### config.mk
export PLATFORM = sky130hd
export DESIGN_NAME = mfd_feedback_divider
export DESIGN_NICKNAME = d
export VERILOG_FILES = /design/src/rtl/mfd_pkg.sv /design/src/rtl/mfd_mul_regs.sv /design/src/rtl/mfd_eff_map.sv /design/src/rtl/mfd_modulo_counter.sv /design/src/rtl/mfd_feedback_divider.sv
export SDC_FILE = /design/constraint.sdc
export NUM_CORES = 1
export LEC_CHECK = 0
export BUFFER_PORTS_ARGS = -buffer_cell sky130_fd_sc_hd__buf_2
export CORE_ASPECT_RATIO = 1.75
export CORE_MARGIN = 2
export CORE_UTILIZATION = 50
export DETAILED_ROUTE_END_ITERATION = 7
export PLACE_DENSITY = 0.78
export SETUP_SLACK_MARGIN = 0.5
export SLEW_MARGIN = 20
export SYNTH_ARGS = -nofsm -noshare
export SYNTH_HDL_FRONTEND = slang
export SYNTH_SLANG_ARGS = --single-unit
### constraint.sdc
create_clock -name clk -period 2.8 [get_ports clk]
set_clock_uncertainty 0.05 [all_clocks]
set_input_delay 0 -clock clk [delete_from_list [all_inputs] [get_ports clk]]
set_output_delay 0 -clock clk [all_outputs]
set_load 0.05 [all_outputs]
### src/rtl/mfd_pkg.sv
package mfd_pkg;
  localparam int unsigned BUS_W_DEF = 8;
  localparam int unsigned MUL_W_DEF = 12;

  typedef enum logic {
    SEL_LO = 1'b0,
    SEL_HI = 1'b1
  } mfd_sel_e;
endpackage

### src/rtl/mfd_mul_regs.sv
module mfd_mul_regs
  import mfd_pkg::*;
#(
  parameter int unsigned BUS_W = BUS_W_DEF,
  parameter int unsigned MUL_W = MUL_W_DEF,
  parameter logic [MUL_W-1:0] MUL_RESET = MUL_W'(64)
) (
  input  logic             clk,
  input  logic             rst,
  input  logic             lock,
  input  logic             wr,
  input  logic             rd,
  input  mfd_sel_e         sel,
  input  logic [BUS_W-1:0] wdata,
  output logic [BUS_W-1:0] rdata,
  output logic [MUL_W-1:0] mul
);
  localparam int unsigned HI_W = MUL_W - BUS_W;
  localparam int unsigned PAD_W = BUS_W - HI_W;

  logic [BUS_W-1:0] lo_q;
  logic [HI_W-1:0]  hi_q;
  logic [BUS_W-1:0] hi_view;

  always_ff @(posedge clk) begin
    if (rst) begin
      lo_q <= MUL_RESET[BUS_W-1:0];
      hi_q <= MUL_RESET[MUL_W-1:BUS_W];
    end else if (wr && !lock) begin
      if (sel == SEL_HI) hi_q <= wdata[HI_W-1:0];
      else               lo_q <= wdata;
    end
  end

  generate
    if (PAD_W > 0) begin : g_pad
      assign hi_view = {{PAD_W{1'b0}}, hi_q};
    end else begin : g_nopad
      assign hi_view = hi_q[BUS_W-1:0];
    end
  endgenerate

  always_comb begin
    if (!rd)                rdata = '0;
    else if (sel == SEL_HI) rdata = hi_view;
    else                    rdata = lo_q;
  end

  assign mul = {hi_q, lo_q};
endmodule

### src/rtl/mfd_eff_map.sv
module mfd_eff_map #(
  parameter int unsigned MUL_W = 12
) (
  input  logic             clk,
  input  logic             rst,
  input  logic [MUL_W-1:0] mul,
  output logic [MUL_W-1:0] eff,
  output logic [MUL_W-1:0] eff_q
);
  localparam logic [MUL_W-1:0] ONE = MUL_W'(1);
  localparam logic [MUL_W-1:0] RST_EFF = MUL_W'(64);

  always_comb begin
    eff = (mul == '0) ? ONE : mul;
  end

  always_ff @(posedge clk) begin
    if (rst) eff_q <= RST_EFF;
    else     eff_q <= eff;
  end
endmodule

### src/rtl/mfd_modulo_counter.sv
module mfd_modulo_counter #(
  parameter int unsigned MUL_W = 12
) (
  input  logic             clk,
  input  logic             rst,
  input  logic             run,
  input  logic [MUL_W-1:0] reload,
  output logic             pulse
);
  localparam logic [MUL_W-1:0] TERM = MUL_W'(1);

  logic [MUL_W-1:0] cnt_q;
  logic             at_term;

  assign at_term = (cnt_q == TERM);

  always_ff @(posedge clk) begin
    if (rst) begin
      cnt_q <= reload;
      pulse <= 1'b0;
    end else if (!run) begin
      cnt_q <= reload;
      pulse <= 1'b0;
    end else if (at_term) begin
      cnt_q <= reload;
      pulse <= 1'b1;
    end else begin
      cnt_q <= cnt_q - 1'b1;
      pulse <= 1'b0;
    end
  end
endmodule

### src/rtl/mfd_feedback_divider.sv
module mfd_feedback_divider
  import mfd_pkg::*;
#(
  parameter int unsigned BUS_W = BUS_W_DEF,
  parameter int unsigned MUL_W = MUL_W_DEF
) (
  input  logic             clk,
  input  logic             rst,
  input  logic             pll_en,
  input  logic             bus_wr,
  input  logic             bus_rd,
  input  logic             bus_sel_hi,
  input  logic [BUS_W-1:0] bus_wdata,
  output logic [BUS_W-1:0] bus_rdata,
  output logic [MUL_W-1:0] div_value,
  output logic             div_pulse
);
  logic [MUL_W-1:0] mul_q;
  logic [MUL_W-1:0] eff_n;
  mfd_sel_e         sel;

  assign sel = bus_sel_hi ? SEL_HI : SEL_LO;

  mfd_mul_regs #(
    .BUS_W(BUS_W), .MUL_W(MUL_W), .MUL_RESET(MUL_W'(64))
  ) u_regs (
    .clk(clk), .rst(rst), .lock(pll_en), .wr(bus_wr), .rd(bus_rd),
    .sel(sel), .wdata(bus_wdata), .rdata(bus_rdata), .mul(mul_q)
  );

  mfd_eff_map #(.MUL_W(MUL_W)) u_map (
    .clk(clk), .rst(rst), .mul(mul_q), .eff(eff_n), .eff_q(div_value)
  );

  mfd_modulo_counter #(.MUL_W(MUL_W)) u_cnt (
    .clk(clk), .rst(rst), .run(pll_en), .reload(eff_n), .pulse(div_pulse)
  );
endmodule

Word level (Yosys, flattened, before mapping)
Index checks and enable logic that the tools add are counted.

word-level totals
  memories = 0
  RAM bits = 0
  bits of input ports = 14
  memory bits (read-only) = 0
  output and inout port bits = 21
  bits in registers = 37
  bits in latches = 0
  word-level logic and storage cells = 23

cells by class
  shift operators = 0
  div/mod/pow operators = 0
  equal/unequal tests = 1
  multipliers = 0
  add/subtract/negate cells = 1
  bitwise gates (word level) = 2
  multiplexer cells = 8
  magnitude comparators = 0
  reduce and logical (&&, ||, !) cells = 6

operator list
  operator                                               number
  two-way mux 12 bit                                     4
  two-way mux 8 bit                                      2
  equality test 12 x 1 -> 1 bit (second input constant)  1
  zero test 12 bit                                       1
  subtractor 12 x 1 -> 12 bit (second input constant)    1
  AND reduction 2 bit                                    2
  two-way mux 1 bit                                      2
  inverter 1 bit                                         2
  OR reduction 2 bit                                     1
  logical AND 1 bit                                      1
  zero test 1 bit                                        1

Longest topological paths before layout
  depth in word-level cells = 5
  mapped depth = 7
  depth with buffers taken out = 6

Modules after synthesis
Synthesis repeated with hierarchy kept, for this count alone.

second synthesis, totals
  cell total of the unflattened synthesis = 178
  area total of the unflattened synthesis = 1,699.1 µm²

modules (own cells, without submodules)
  module              sequential area each (µm²)  area an instance (µm²)  instances  cells each
  mfd_mul_regs        240.2                       634.4                   1          65
  mfd_modulo_counter  260.2                       633.1                   1          71
  mfd_eff_map         240.2                       431.7                   1          42

Least setup slack after synthesis
OpenSTA, ideal clock, no wires.

  path kind = register to register
  start point = register u_cnt.cnt_q[1]
  end point = register u_cnt.cnt_q[6]
  required time = 2,622 ps
  setup slack = 1,315 ps
  stages on the path, launching flop included = 7
  library setup time = 128 ps
  path buffers = 1
  period minus slack after synthesis = 1,485 ps
  arrival = 1,306 ps
  path through = dfxtp_1 > inv_1 > ha_1 > nor2b_1 > a41oi_4 > buf_6 > a31oi_2

between the ends
  longest elaborated chain between the ends = 4
  elaborated cells between the ends (all ways) = 5
  those cells by class = 1 x add/sub; 1 x eq/ne; 3 x mux

RTL lines
  item                                                                                 line                                                text
  from (decl)                                                                          mfd_modulo_counter.sv:12                            logic [MUL_W-1:0] cnt_q;
  from (signal assigned)                                                               mfd_modulo_counter.sv:19                            cnt_q <= reload;
  from (signal assigned)                                                               mfd_modulo_counter.sv:22                            cnt_q <= reload;
  from (signal assigned)                                                               mfd_modulo_counter.sv:25                            cnt_q <= reload;
  subtractor 12 x 1 -> 12 bit / equality test 12 x 1 -> 1 bit (equally long branches)  mfd_modulo_counter.sv:28, mfd_modulo_counter.sv:15
  two-way mux 12 bit (*)                                                               mfd_modulo_counter.sv:24                            end else if (at_term) begin
  two-way mux 12 bit (*)                                                               mfd_modulo_counter.sv:21                            end else if (!run) begin
  two-way mux 12 bit (*)                                                               mfd_modulo_counter.sv:18                            if (rst) begin

Mark *: on every way between the ends. The rest lies on a longest branch, timed or not.
A chain may end at the register's enable or synchronous reset.

Worst setup path in the final report
Ends and elaborated chain as after synthesis.

==> metrics.txt <==
run status=completed; worst r2r path cells=7; DR WL/cell=13.7 um; Critical Path Sink=u_cnt.cnt_q[6]; final setup violation count=0; Rows=27; met2 usage=34.0%; layout cells sized above 1=34.8%; Die Ht=79.3 um; FF/Latch Area=741 sq um; main combinational cell family by area after synthesis=simple AND/OR/NAND/NOR gates; area of the multi-input gates=831 sq um; Max transition margin=61.9%; Synth Area in XOR/XNOR=4.33%; Total Routing Usage GR=20.9%; post-route minimum period=2010 ps; Initial Utilization=52.1%; CP startpoint kind=register; RSZ-0062 raised after global routing=no; Crit Path Category=reg -> reg; Layout Utilization=64.3%; pwr dens=586 mW/mm^2; Compound-Gate Fraction of Synth Area=9.81%; I/O pin count=35; max_cap viols=0; Routed WL=3330 um; placed cell areas=0.00182 sq mm; number of antenna repair diodes=0; H-tree Lvls=2; mux cell area share after synthesis=9.89%; layer with the highest usage=met2; CTS root buffer=clkbuf_8; post-synthesis sequential area ratio=45.7%; CP required=2970 ps; # DRC=0; via density per instance=5.00; Net Count, Synth=171; DRT iter0 DRCs=11; GR Util met3=6.59%; Layout fillers=282; total grt overflow=0; initial antenna violation count=0; Placer Congestion=0.770; Worst R2R Start=u_cnt.cnt_q[1]; Cells after Synth=155; detailed placement HPWL=2370 um; clock-pin slew on the worst setup and hold paths=70 ps; first-pass GRT wire length=5510 um; Synthesis Warnings=0; worst skew pair latency=290 ps; worst-path fanout max=13; Synth Register Bits=37; Synth cell types=32; Crit. End Element=register; WP data arrival=2180 ps; CTS tree=built; Sink Count=37; overall power=0.00117 W; simple-gate area share of the yosys netlist=25.7%; setup bufs post-CTS=0; CP startpoint=u_cnt.cnt_q[1]; Synth area leader=dfxtp_1; Area Growth Syn to Fin=23.5%; die area=0.00373 sq mm; PortBufs=34; RR Endpoint=u_cnt.cnt_q[6]; final hold viol count=0; HP Class=in -> reg; fin area=0.00200 sq mm; Synth top area share=45.7%; vias after detailed routing=1221; leakage power=0.844 nW; core area=0.00311 sq mm; number of global-route vias before repair=1234; Pre-Repair DR Iteration Count=4; Clock Path Buffers=2; Peak Freq=0.497 GHz; Layout Nets=216; Die W=47.0 um; Worst IR Drop VDD=0.586 mV; Worst Tran Pin Value=569 ps; post-synthesis adder-cell area fraction=1.55%; Num CTS Buffers=5; Synth area leaders=dfxtp_1 (46%), mux2i_1 (9.9%), nor2b_1 (7.0%), a21oi_2 (5.4%), nor2_1 (3.9%); reg2reg setup slack=790 ps; largest net degree at the start of global routing=26; max-slew violations=0; Period Utilization, post-route=71.8%; setup_tns=0 ps; syn_area_per_cell=10.4 sq um; GR Util met1=23.1%; Final ANT Viol Nets=0; mapped cell area=0.00162 sq mm
[per-stage QoR]
stage	worst slack, ps	std cells	hold slack, ps
CTS	778	244	6.31
finish	789	244	10.8
detailed placement	806	228	166
floorplan	1320	155	21.6
global route	642	244	30.2
global placement	899	228	155
[synthesized netlist by cell type]
library cell  instances
nor2_2               10
nor2b_1              18
o31ai_1               1
nor4_1                2
buf_6                 2
or2_2                 1
buf_2                 2
nand4_1               2
nand3_1               3
nand2b_1              1
o31a_1                1
xnor2_1               2
dfxtp_1              37
a41oi_4               1
nand4b_1              1
nand3b_1              1
a31oi_2               1
nor4_4                2
nor3b_1               1
ha_1                  2
a31oi_1               1
a211o_1               1
inv_1                 2
a21oi_2              10
and2_1                4
nor2_1               17
clkbuf_1              2
nor3_1                2
mux2i_1              16
nand2_1               2
nor3_4                1
xor2_1                6
[per-layer routing]
metal  up-vias  share of wire, %
met3         7               3.2
met4         0               2.9
met2        24                56
li1        613                 -
met1       577                38
met5         -                 0
[critical path, cell delays in order (launching register included)]
cell and delay, ps:
dfxtp_1 390, inv_1 90, ha_1 190, nor2b_1 170, a41oi_4 540, buf_4 320
nor2_1 70, a31oi_2 120
[cell usage in the layout, fill, tap and decap left out]
cell type / n
nor2_1: 17
nand4b_1: 1
o31ai_1: 1
ha_1: 2
nand3b_1: 1
dlygate4sd3_1: 8
a31oi_1: 1
xor2_1: 6
o31a_1: 1
nor4_4: 2
nand2b_1: 1
nand2_1: 2
a21oi_2: 10
nor3b_1: 1
a41oi_4: 1
inv_1: 2
nor2b_1: 18
buf_2: 34
clkinv_2: 1
nor4_1: 2
mux2i_1: 16
nand4_1: 2
buf_4: 2
a211o_1: 1
nor2_2: 10
and2_1: 4
nor3_1: 2
dfxtp_1: 37
xnor2_1: 2
or2_2: 1
nand3_1: 3
clkbuf_8: 7
a31oi_2: 1
nor3_4: 1
[how the worst min path moves through the flow]
stage                             from        endpoint  slack [ps]  cells after the start
after floorplan                    rst  u_map.eff_q[1]          20                      1
after CTS                       pll_en     u_cnt.pulse           6                      3
after global placement    bus_wdata[6]  u_regs.lo_q[6]         150                      2
after global routing            pll_en     u_cnt.pulse          30                      3
after detailed placement  bus_wdata[6]  u_regs.lo_q[6]         170                      2
final                           pll_en     u_cnt.pulse          10                      3
[layout make-up]
type                    count  area share (%)
repair buffers             44            13.3
flip-flops and latches     37            37.0
well taps                  43            2.69
clock inverters             1           0.250
clock buffers               7            4.82
multi-input cells         110            41.6
inverters                   2           0.375
[logic make-up after synthesis]
kind of cell | Yosys count
AND/OR/NAND/NOR | 68
AO/OA/AOI/OAI | 16
adder cells (fa/ha/maj) | 2
XOR/XNOR | 8
multiplexers | 16
buffers and inverters | 8
flip-flops | 37
[report_power, final]
group          internal [W]  switching, W  leakage [nW]
clock              0.000222      0.000177        0.0542
sequential         0.000553     0.0000334         0.303
combinational     0.0000772      0.000108         0.487
total              0.000852      0.000319         0.844
[flip-flops by register name (all words and copies together), names as in the netlist]
| name | cells |
|---|---|
| u_regs.hi_q | 4 |
| u_cnt.cnt_q | 12 |
| u_cnt.pulse | 1 |
| u_regs.lo_q | 8 |
| u_map.eff_q | 12 |
[timing repair]
| item | CTS | global route |
|---|---|---|
| hold buffers | 8 | 0 |
| resized for setup | 0 | 0 |
| endpoints found under the hold margin | 12 | 0 |
Note: power is estimated with default switching activity, not from simulation.
